===== config.mk =====
export PLATFORM = sky130hd
export DESIGN_NAME = wp_event_unit
export DESIGN_NICKNAME = d
export VERILOG_FILES = /design/src/rtl/wp_pkg.sv /design/src/rtl/wp_compare.sv /design/src/rtl/wp_dirmode.sv /design/src/rtl/wp_latch.sv /design/src/rtl/wp_event_unit.sv
export SDC_FILE = /design/constraint.sdc
export NUM_CORES = 1
export LEC_CHECK = 0
export BUFFER_PORTS_ARGS = -buffer_cell sky130_fd_sc_hd__clkbuf_2
export CORE_MARGIN = 5
export CORE_UTILIZATION = 43
export CTS_CLUSTER_DIAMETER = 150
export CTS_CLUSTER_SIZE = 28
export DETAILED_ROUTE_END_ITERATION = 6
export GPL_ROUTABILITY_DRIVEN = 0
export GPL_TIMING_DRIVEN = 0
export PLACE_DENSITY_LB_ADDON = 0.1
export SYNTH_ARGS = -nofsm -noshare
export SYNTH_HDL_FRONTEND = slang
export SYNTH_SLANG_ARGS = --single-unit

===== constraint.sdc =====
create_clock -name clk -period 1.4 [get_ports clk]
set_input_delay 0.07 -clock clk [delete_from_list [all_inputs] [get_ports clk]]
set_output_delay 0.07 -clock clk [all_outputs]
set_load 0.01 [all_outputs]

===== src/rtl/wp_pkg.sv =====
package wp_pkg;

    localparam int NUM_EVT = 5;

    typedef enum logic [2:0] {
        EV_LO   = 3'd0,
        EV_HI   = 3'd1,
        EV_TH0  = 3'd2,
        EV_TH1  = 3'd3,
        EV_ZERO = 3'd4
    } evt_idx_e;

    typedef enum logic [1:0] {
        MD_ZERO_FROM_POS = 2'd0,
        MD_ZERO_FROM_NEG = 2'd1,
        MD_NEG           = 2'd2,
        MD_POS           = 2'd3
    } dir_mode_e;

    localparam logic [NUM_EVT-1:0] EN_RESET = 5'b10011;

    typedef struct packed {
        logic      zero_hit;
        logic      hi_hit;
        logic      lo_hit;
        logic      th0_hit;
        logic      th1_hit;
        dir_mode_e mode;
    } status_t;

    function automatic status_t pack_status(input dir_mode_e md, input logic [NUM_EVT-1:0] hits);
        status_t s;
        s.mode     = md;
        s.th1_hit  = hits[EV_TH1];
        s.th0_hit  = hits[EV_TH0];
        s.lo_hit   = hits[EV_LO];
        s.hi_hit   = hits[EV_HI];
        s.zero_hit = hits[EV_ZERO];
        return s;
    endfunction

endpackage


===== src/rtl/wp_compare.sv =====
module wp_compare
    import wp_pkg::*;
#(
    parameter int CNT_W = 16,
    parameter int N     = NUM_EVT
) (
    input  logic                      clk,
    input  logic                      rst,
    input  logic [CNT_W-1:0]          cnt,
    input  logic                      vld,
    input  logic [N-1:0][CNT_W-1:0]   tgt,
    output logic [N-1:0]              fire,
    output logic [CNT_W-1:0]          prev
);
    logic changed;

    always_ff @(posedge clk) begin
        if (rst)      prev <= '0;
        else if (vld) prev <= cnt;
    end

    assign changed = vld && (cnt != prev);

    for (genvar i = 0; i < N; i++) begin : g_cmp
        assign fire[i] = changed && (cnt == tgt[i]);
    end

    AST_IDLE_NO_FIRE: assert property (@(posedge clk) disable iff (rst)
        !vld |-> (fire == '0));
endmodule


===== src/rtl/wp_dirmode.sv =====
module wp_dirmode
    import wp_pkg::*;
#(
    parameter int CNT_W = 16
) (
    input  logic             clk,
    input  logic             rst,
    input  logic [CNT_W-1:0] cnt,
    input  logic             vld,
    input  logic [CNT_W-1:0] prev,
    output dir_mode_e        mode
);
    localparam int SB = CNT_W - 1;

    logic cnt_zero, prev_zero;
    dir_mode_e mode_nx;

    assign cnt_zero  = (cnt == '0);
    assign prev_zero = (prev == '0);

    always_comb begin
        mode_nx = mode;
        if (vld) begin
            if (!cnt_zero)      mode_nx = cnt[SB] ? MD_NEG : MD_POS;
            else if (!prev_zero) mode_nx = prev[SB] ? MD_ZERO_FROM_NEG : MD_ZERO_FROM_POS;
        end
    end

    always_ff @(posedge clk) begin
        if (rst) mode <= MD_ZERO_FROM_POS;
        else     mode <= mode_nx;
    end

    AST_MODE_POS: assert property (@(posedge clk) disable iff (rst)
        (vld && !cnt[SB] && !cnt_zero) |=> (mode == MD_POS));
    AST_MODE_NEG: assert property (@(posedge clk) disable iff (rst)
        (vld && cnt[SB]) |=> (mode == MD_NEG));
    AST_ZERO_HOLD: assert property (@(posedge clk) disable iff (rst)
        (vld && cnt_zero && prev_zero) |=> $stable(mode));
endmodule


===== src/rtl/wp_latch.sv =====
module wp_latch
    import wp_pkg::*;
#(
    parameter int N = NUM_EVT
) (
    input  logic         clk,
    input  logic         rst,
    input  logic [N-1:0] fire,
    input  logic         en_we,
    input  logic [N-1:0] en_wdata,
    input  logic         clr,
    output logic [N-1:0] hits,
    output logic         pend
);
    logic [N-1:0] en_q;
    logic [N-1:0] gated;
    logic         any_evt;

    always_ff @(posedge clk) begin
        if (rst)        en_q <= EN_RESET;
        else if (en_we) en_q <= en_wdata;
    end

    assign gated   = fire & en_q;
    assign any_evt = |gated;

    always_ff @(posedge clk) begin
        if (rst) begin
            hits <= '0;
            pend <= 1'b0;
        end else if (clr) begin
            hits <= gated;
            pend <= any_evt;
        end else begin
            hits <= hits | gated;
            pend <= pend | any_evt;
        end
    end

    AST_HITS_STICKY: assert property (@(posedge clk) disable iff (rst)
        (!clr && !any_evt) |=> $stable(hits));
    AST_CLR_EMPTIES: assert property (@(posedge clk) disable iff (rst)
        (clr && !any_evt) |=> (hits == '0 && !pend));
    AST_EVT_SETS_PEND: assert property (@(posedge clk) disable iff (rst)
        any_evt |=> pend);
    AST_NO_EVT_NO_RISE: assert property (@(posedge clk) disable iff (rst)
        (!pend && !any_evt) |=> !pend);
endmodule


===== src/rtl/wp_event_unit.sv =====
module wp_event_unit
    import wp_pkg::*;
#(
    parameter int CNT_W = 16
) (
    input  logic             clk,
    input  logic             rst,
    input  logic [CNT_W-1:0] cnt_val,
    input  logic             cnt_vld,
    input  logic [CNT_W-1:0] lo_lim,
    input  logic [CNT_W-1:0] hi_lim,
    input  logic [CNT_W-1:0] thr0,
    input  logic [CNT_W-1:0] thr1,
    input  logic             en_we,
    input  logic [NUM_EVT-1:0] en_wdata,
    input  logic             irq_en,
    input  logic             irq_clr,
    output logic [6:0]       status,
    output logic             irq_pend,
    output logic             irq
);
    logic [NUM_EVT-1:0][CNT_W-1:0] tgt;
    logic [NUM_EVT-1:0]            fire;
    logic [NUM_EVT-1:0]            hits;
    logic [CNT_W-1:0]              prev;
    dir_mode_e                     mode;

    always_comb begin
        tgt          = '0;
        tgt[EV_LO]   = lo_lim;
        tgt[EV_HI]   = hi_lim;
        tgt[EV_TH0]  = thr0;
        tgt[EV_TH1]  = thr1;
        tgt[EV_ZERO] = '0;
    end

    wp_compare #(.CNT_W(CNT_W), .N(NUM_EVT)) u_cmp (
        .clk(clk), .rst(rst), .cnt(cnt_val), .vld(cnt_vld),
        .tgt(tgt), .fire(fire), .prev(prev)
    );

    wp_dirmode #(.CNT_W(CNT_W)) u_dir (
        .clk(clk), .rst(rst), .cnt(cnt_val), .vld(cnt_vld),
        .prev(prev), .mode(mode)
    );

    wp_latch #(.N(NUM_EVT)) u_lat (
        .clk(clk), .rst(rst), .fire(fire), .en_we(en_we),
        .en_wdata(en_wdata), .clr(irq_clr), .hits(hits), .pend(irq_pend)
    );

    assign status = pack_status(mode, hits);
    assign irq    = irq_pend & irq_en;

    AST_IRQ_FOLLOWS_PEND: assert property (@(posedge clk) disable iff (rst)
        irq |-> (irq_pend && irq_en));
    AST_HIT_IMPLIES_PEND: assert property (@(posedge clk) disable iff (rst)
        (status[6:2] != '0) |-> irq_pend);
endmodule


; After elaboration in Yosys (flattened, before gate mapping)
; Index checks and enable logic that the tools add are counted.
; W data, S select, Z words.
[classes]
reduce_logical = 10
bitwise = 4
n_mux = 6
eq_ne = 6
[op_table]
columns = cell, n
row1 = $eq A16 B16 Y1, 4
row2 = $logic_not A16 Y1, 2
row3 = $ne A16 B16 Y1, 1
row4 = $logic_and A1 B1 Y1, 6
row5 = $and A5 B5 Y5, 1
row6 = $mux W5, 1
row7 = $or A5 B5 Y5, 1
row8 = $reduce_or A5 Y1, 1
row9 = $mux W2, 2
row10 = $mux W1, 3
row11 = $ne A2 B2 Y1 const B, 1
row12 = $reduce_and A2 Y1, 1
row13 = $and A1 B1 Y1, 1
row14 = $or A1 B1 Y1, 1
[totals]
word_cells = 31
inputBits = 91
out_inout_bits = 9
reg_bits = 29

; Longest topological paths before layout
[depth]
depth_word = 7
mapped_depth = 7
depth_no_buf = 6

; By module
; From an unflattened synthesis, not the netlist that was laid out.
[hier_totals]
hier_cells = 265
hier_area_um2 = 2426.1
[modules_own_cells]
columns = module, seq_area_each_um2, area_each_um2, n_inst, cells_each
row1 = wp_compare, 320.3, 1806.7, 1, 199
row2 = wp_latch, 220.2, 420.4, 1, 42
row3 = wp_dirmode, 40.0, 188.9, 1, 22
row4 = wp_event_unit, 0.0, 10.0, 1, 2

; Least setup slack after synthesis
; Ideal clock, no wire load.
[synth_timing]
path_kind = register -> register
start = reg u_cmp.prev[6]
end = reg u_lat.pend
stages_incl_launch_ff = 7
setup_time_ns = 0.135
t_required_ns = 1.265
path_buffers = 0
setup_slack_ns = -0.113
t_arrival_ns = 1.378
synth_period_minus_slack_ns = 1.513
cell_sequence = dfxtp_1 xnor2_2 nand4_1 o41ai_4 nor3_2 a21oi_2 a41oi_2
[synth_between]
elab_chain_cells = 7
word_cells_on_any_way = 11
cone_classes = eq/ne: 1 / mux: 1 / bitwise: 2 / reduce/logical: 7
[synth_rtl]
columns = item, line_no
row1 = "start, declared", wp_compare.sv:13  ; output logic [CNT_W-1:0] prev
row2 = "start signal, assigned", wp_compare.sv:19  ; else if (vld) prev <= cnt;
row3 = $ne A16 B16 Y1 *, wp_compare.sv:22  ; assign changed = vld && (cnt != prev);
row4 = $logic_and A1 B1 Y1 *, wp_compare.sv:22
row5 = $logic_and A1 B1 Y1, wp_compare.sv:25  ; assign fire[i] = changed && (cnt == tgt[i]);
row6 = $and A5 B5 Y5 *, wp_latch.sv:24  ; assign gated = fire & en_q;
row7 = $reduce_or A5 Y1 *, wp_latch.sv:25  ; assign any_evt = |gated;
row8 = $or A1 B1 Y1, wp_latch.sv:36  ; pend <= pend | any_evt;
row9 = $mux W1 *, wp_latch.sv:31  ; end else if (clr) begin
row10 = "end signal, assigned", wp_latch.sv:33  ; pend <= any_evt;
row11 = "end signal, assigned", wp_latch.sv:36
row12 = "end, declared", wp_latch.sv:13  ; output logic pend
; Every way passes the cells marked *; elsewhere a longest branch is shown, timed or not.
; A chain may end at the register's enable or synchronous reset.

; Final worst setup path
[layout_timing]
start = reg u_cmp.prev[2]
end = reg u_lat.pend
; Same word-level chain as after synthesis.

==> flow_metrics.env <==
export IMPL_yosysMostFrequentCell="xor2_1"
export IMPL_power_density_nw_per_um2=790
export IMPL_routedWlPerCell_um=16.2
export IMPL_netlist_top_cells_count="xor2_1, dfxtp_1, xnor2_1"
export IMPL_syn_nets=333
export IMPL_first_iter_violations=73
export IMPL_cts_sinks=29
export IMPL_reg2reg_depth=6
export IMPL_postCtsHoldBufs=0
export IMPL_area_delta_synth_final_pct=30.4
export IMPL_worst_hold_slack_ns=0.0194
export IMPL_drv_slew=0
export IMPL_r2r_slack_ns=-0.19
export IMPL_io_buffers=80
export IMPL_via_count=1957
export IMPL_wl_met2_um=3240
export IMPL_hold_path_class="primary input to flip-flop"
export IMPL_ys_seq_area_frac=0.263
export IMPL_syn_inst=242
export IMPL_post_route_drc_count=0
export IMPL_postSynthAreaPerCell_um2=9.13
export IMPL_grt_pass1_wl_um=9870
export IMPL_route_top_layer_used="met4"
export IMPL_wl_met1_um=2730
export IMPL_period_share=1.14
export IMPL_required_ns=1.61
export IMPL_cp_start_kind="flip-flop"
export IMPL_setup_viol=8
export IMPL_rows=26
export IMPL_rsz0062_at_grt="yes"
export IMPL_hpwl_um=5000
export IMPL_yosysUniqueCellTypes=29
export IMPL_insertion_delay_ns=0.28
export IMPL_overflow=0
export IMPL_fp_dieArea_um2=6670
export IMPL_slew_headroom=0.698
export IMPL_worst_setup_path_type="flip-flop to flip-flop"
export IMPL_ctsLongestPathBuffers=2
export IMPL_final_core_util=0.571
export IMPL_reg2reg_from="u_cmp.prev[2]"
export IMPL_root_buffer="clkbuf_8"
export IMPL_ys_flop_type="dfxtp_1"
export IMPL_htreeDepth=2
export IMPL_status="finished with violations"
export IMPL_arrival_ns=1.80
export IMPL_p_leak_nw=1.31
export IMPL_ir_drop_v=0.000585
export IMPL_worst_setup_path_endpoint="u_lat.pend"
export IMPL_endpoint_kind="flip-flop"
export IMPL_max_cap_viol_count=0
export IMPL_period_minus_slack_ns=1.59
export IMPL_finalWirelength_um=6510
export IMPL_ys_warn_count=0
export IMPL_crit_fanout=6
export IMPL_cts_buffers_inserted=5
export IMPL_syn_cell_area_um2=2210
export IMPL_max_freq_mhz=629
export IMPL_wl_met3_um=505
export IMPL_synth_edf_count=0
export IMPL_nets=423
export IMPL_cts_clk_slew_worst_paths_ns=0.06
export IMPL_drive_above_1_share=0.411
export IMPL_cts_tree="done"
export IMPL_crit_start="u_cmp.prev[2]"
export IMPL_violations="setup timing"
export IMPL_antenna_found_initial=0
export IMPL_core_um2=5040
export IMPL_start_util=0.438
export IMPL_yosysTopAreaCell="dfxtp_1"
export IMPL_fin_cells=403
export IMPL_final_hold_viol_count=0
export IMPL_first_global_vias=1894
export IMPL_first_pass_iters=4
export IMPL_postRouteAntennaNets=0
export IMPL_die_h_um=81.7
export IMPL_synth_top_cell_area_share=0.263
export IMPL_ys_seq_elements=29
export IMPL_antenna_cells=0
export IMPL_grt_max_degree=11
export IMPL_async_flop_share=0
export IMPL_worst_pin_slew_ns=0.452
export IMPL_gr_usage_all_layers=0.200
export IMPL_synth_area_leaders="dfxtp_1, xor2_1, xnor2_1"
export IMPL_timing_final_ws_setup_ns=-0.190
export IMPL_finClkSkew_ns=0.00640
export IMPL_rr_endpoint="u_lat.pend"
export IMPL_die_w_um=81.7
export IMPL_pin_count=100
export IMPL_via_per_inst=4.86
export IMPL_dp_cells=392
## registers in the layout, indices dropped and copies added (netlist names)
signal and flops:
u_cmp.prev 16, u_lat.en_q 5, u_lat.hits 5, u_dir.mode 2
u_lat.pend 1
## timing repair
item                       CTS  global route
pin swaps                    6             4
buffers inserted             3             0
hold endpoints to repair     0             0
setup endpoints to repair    8             8
gates resized for setup      9             4
## cells in the final DEF (no fill, tap or decap), types with 2 or more instances in the layout
master,netlist,layout
a21oi_1,6,6
buf_2,6,6
buf_4,2,5
buf_6,10,10
clkbuf_1,3,3
clkbuf_2,0,80
clkbuf_8,0,7
dfxtp_1,29,18
dfxtp_2,0,11
inv_1,3,3
mux2i_1,20,20
nand2_1,12,12
nand2b_1,2,2
nand4_1,12,12
nor2_1,22,22
nor3_1,4,4
nor4_1,14,14
nor4_2,4,4
or3_1,3,3
xnor2_1,29,24
xnor2_2,2,7
xor2_1,49,49
## stage by stage
step / setup slack (ns) / power (mW) / setup TNS [ns] / instance area (um^2)
6_report: -0.190 / 2.28 / -0.902 / 2880
5_1_grt: -0.299 / 2.40 / -1.67 / 2880
4_1_cts: -0.155 / 2.28 / -0.673 / 2850
3_5_place_dp: -0.274 / 1.50 / -1.56 / 2700
3_3_place_gp: -0.251 / 1.50 / -1.33 / 2700
2_1_floorplan: -0.0384 / 1.30 / -0.0384 / 2210
## worst max-delay path, cell delays in order (launching register included)
cell and delay (ns):
dfxtp_1 0.42, xnor2_2 0.11, nand4_1 0.16, o41ai_4 0.07, buf_4 0.17, or3_1 0.39
a41oi_2 0.20
## worst min-delay path by stage
stage | startpoint | end | slack (ns) | cells past startpoint
6_report | en_wdata[4] | u_lat.en_q[4] | 0.02 | 3
5_1_grt | en_wdata[4] | u_lat.en_q[4] | 0.02 | 3
4_1_cts | en_wdata[1] | u_lat.en_q[1] | 0.02 | 3
3_5_place_dp | en_wdata[1] | u_lat.en_q[1] | 0.30 | 3
3_3_place_gp | en_wdata[1] | u_lat.en_q[1] | 0.30 | 3
2_1_floorplan | en_wdata[0] | u_lat.en_q[0] | 0.20 | 2
## logic make-up after synthesis
kind of cell | after synthesis | share of synthesized area
multiplexers | 20 | 0.0906
AND/OR/NAND/NOR | 75 | 0.185
buffers and inverters | 25 | 0.0832
AO/OA/AOI/OAI | 13 | 0.0549
XOR/XNOR | 80 | 0.324
flip-flops | 29 | 0.263
## per-layer routing
metal / up-vias / global-route usage
met4: 0 / 0.0399
met3: 5 / 0.0482
met2: 66 / 0.349
met1: 888 / 0.251
li1: 998 / -
met5: - / 0
## power by group
group | switching, mW | internal [mW]
combinational | 0.293 | 0.314
clock | 0.320 | 0.444
sequential | 0.0365 | 0.869
## area by class of cell
class                   count  area (um^2)
fillers                   460         2160
clock inverters             1         5.00
inverters                   3         11.3
clock buffers               7         96.3
plain buffers              22          173
well taps                  70         87.6
repair buffers             83          423
multi-input cells         188         1490
flip-flops and latches     29          594
Power figures use the tool's default switching activity.
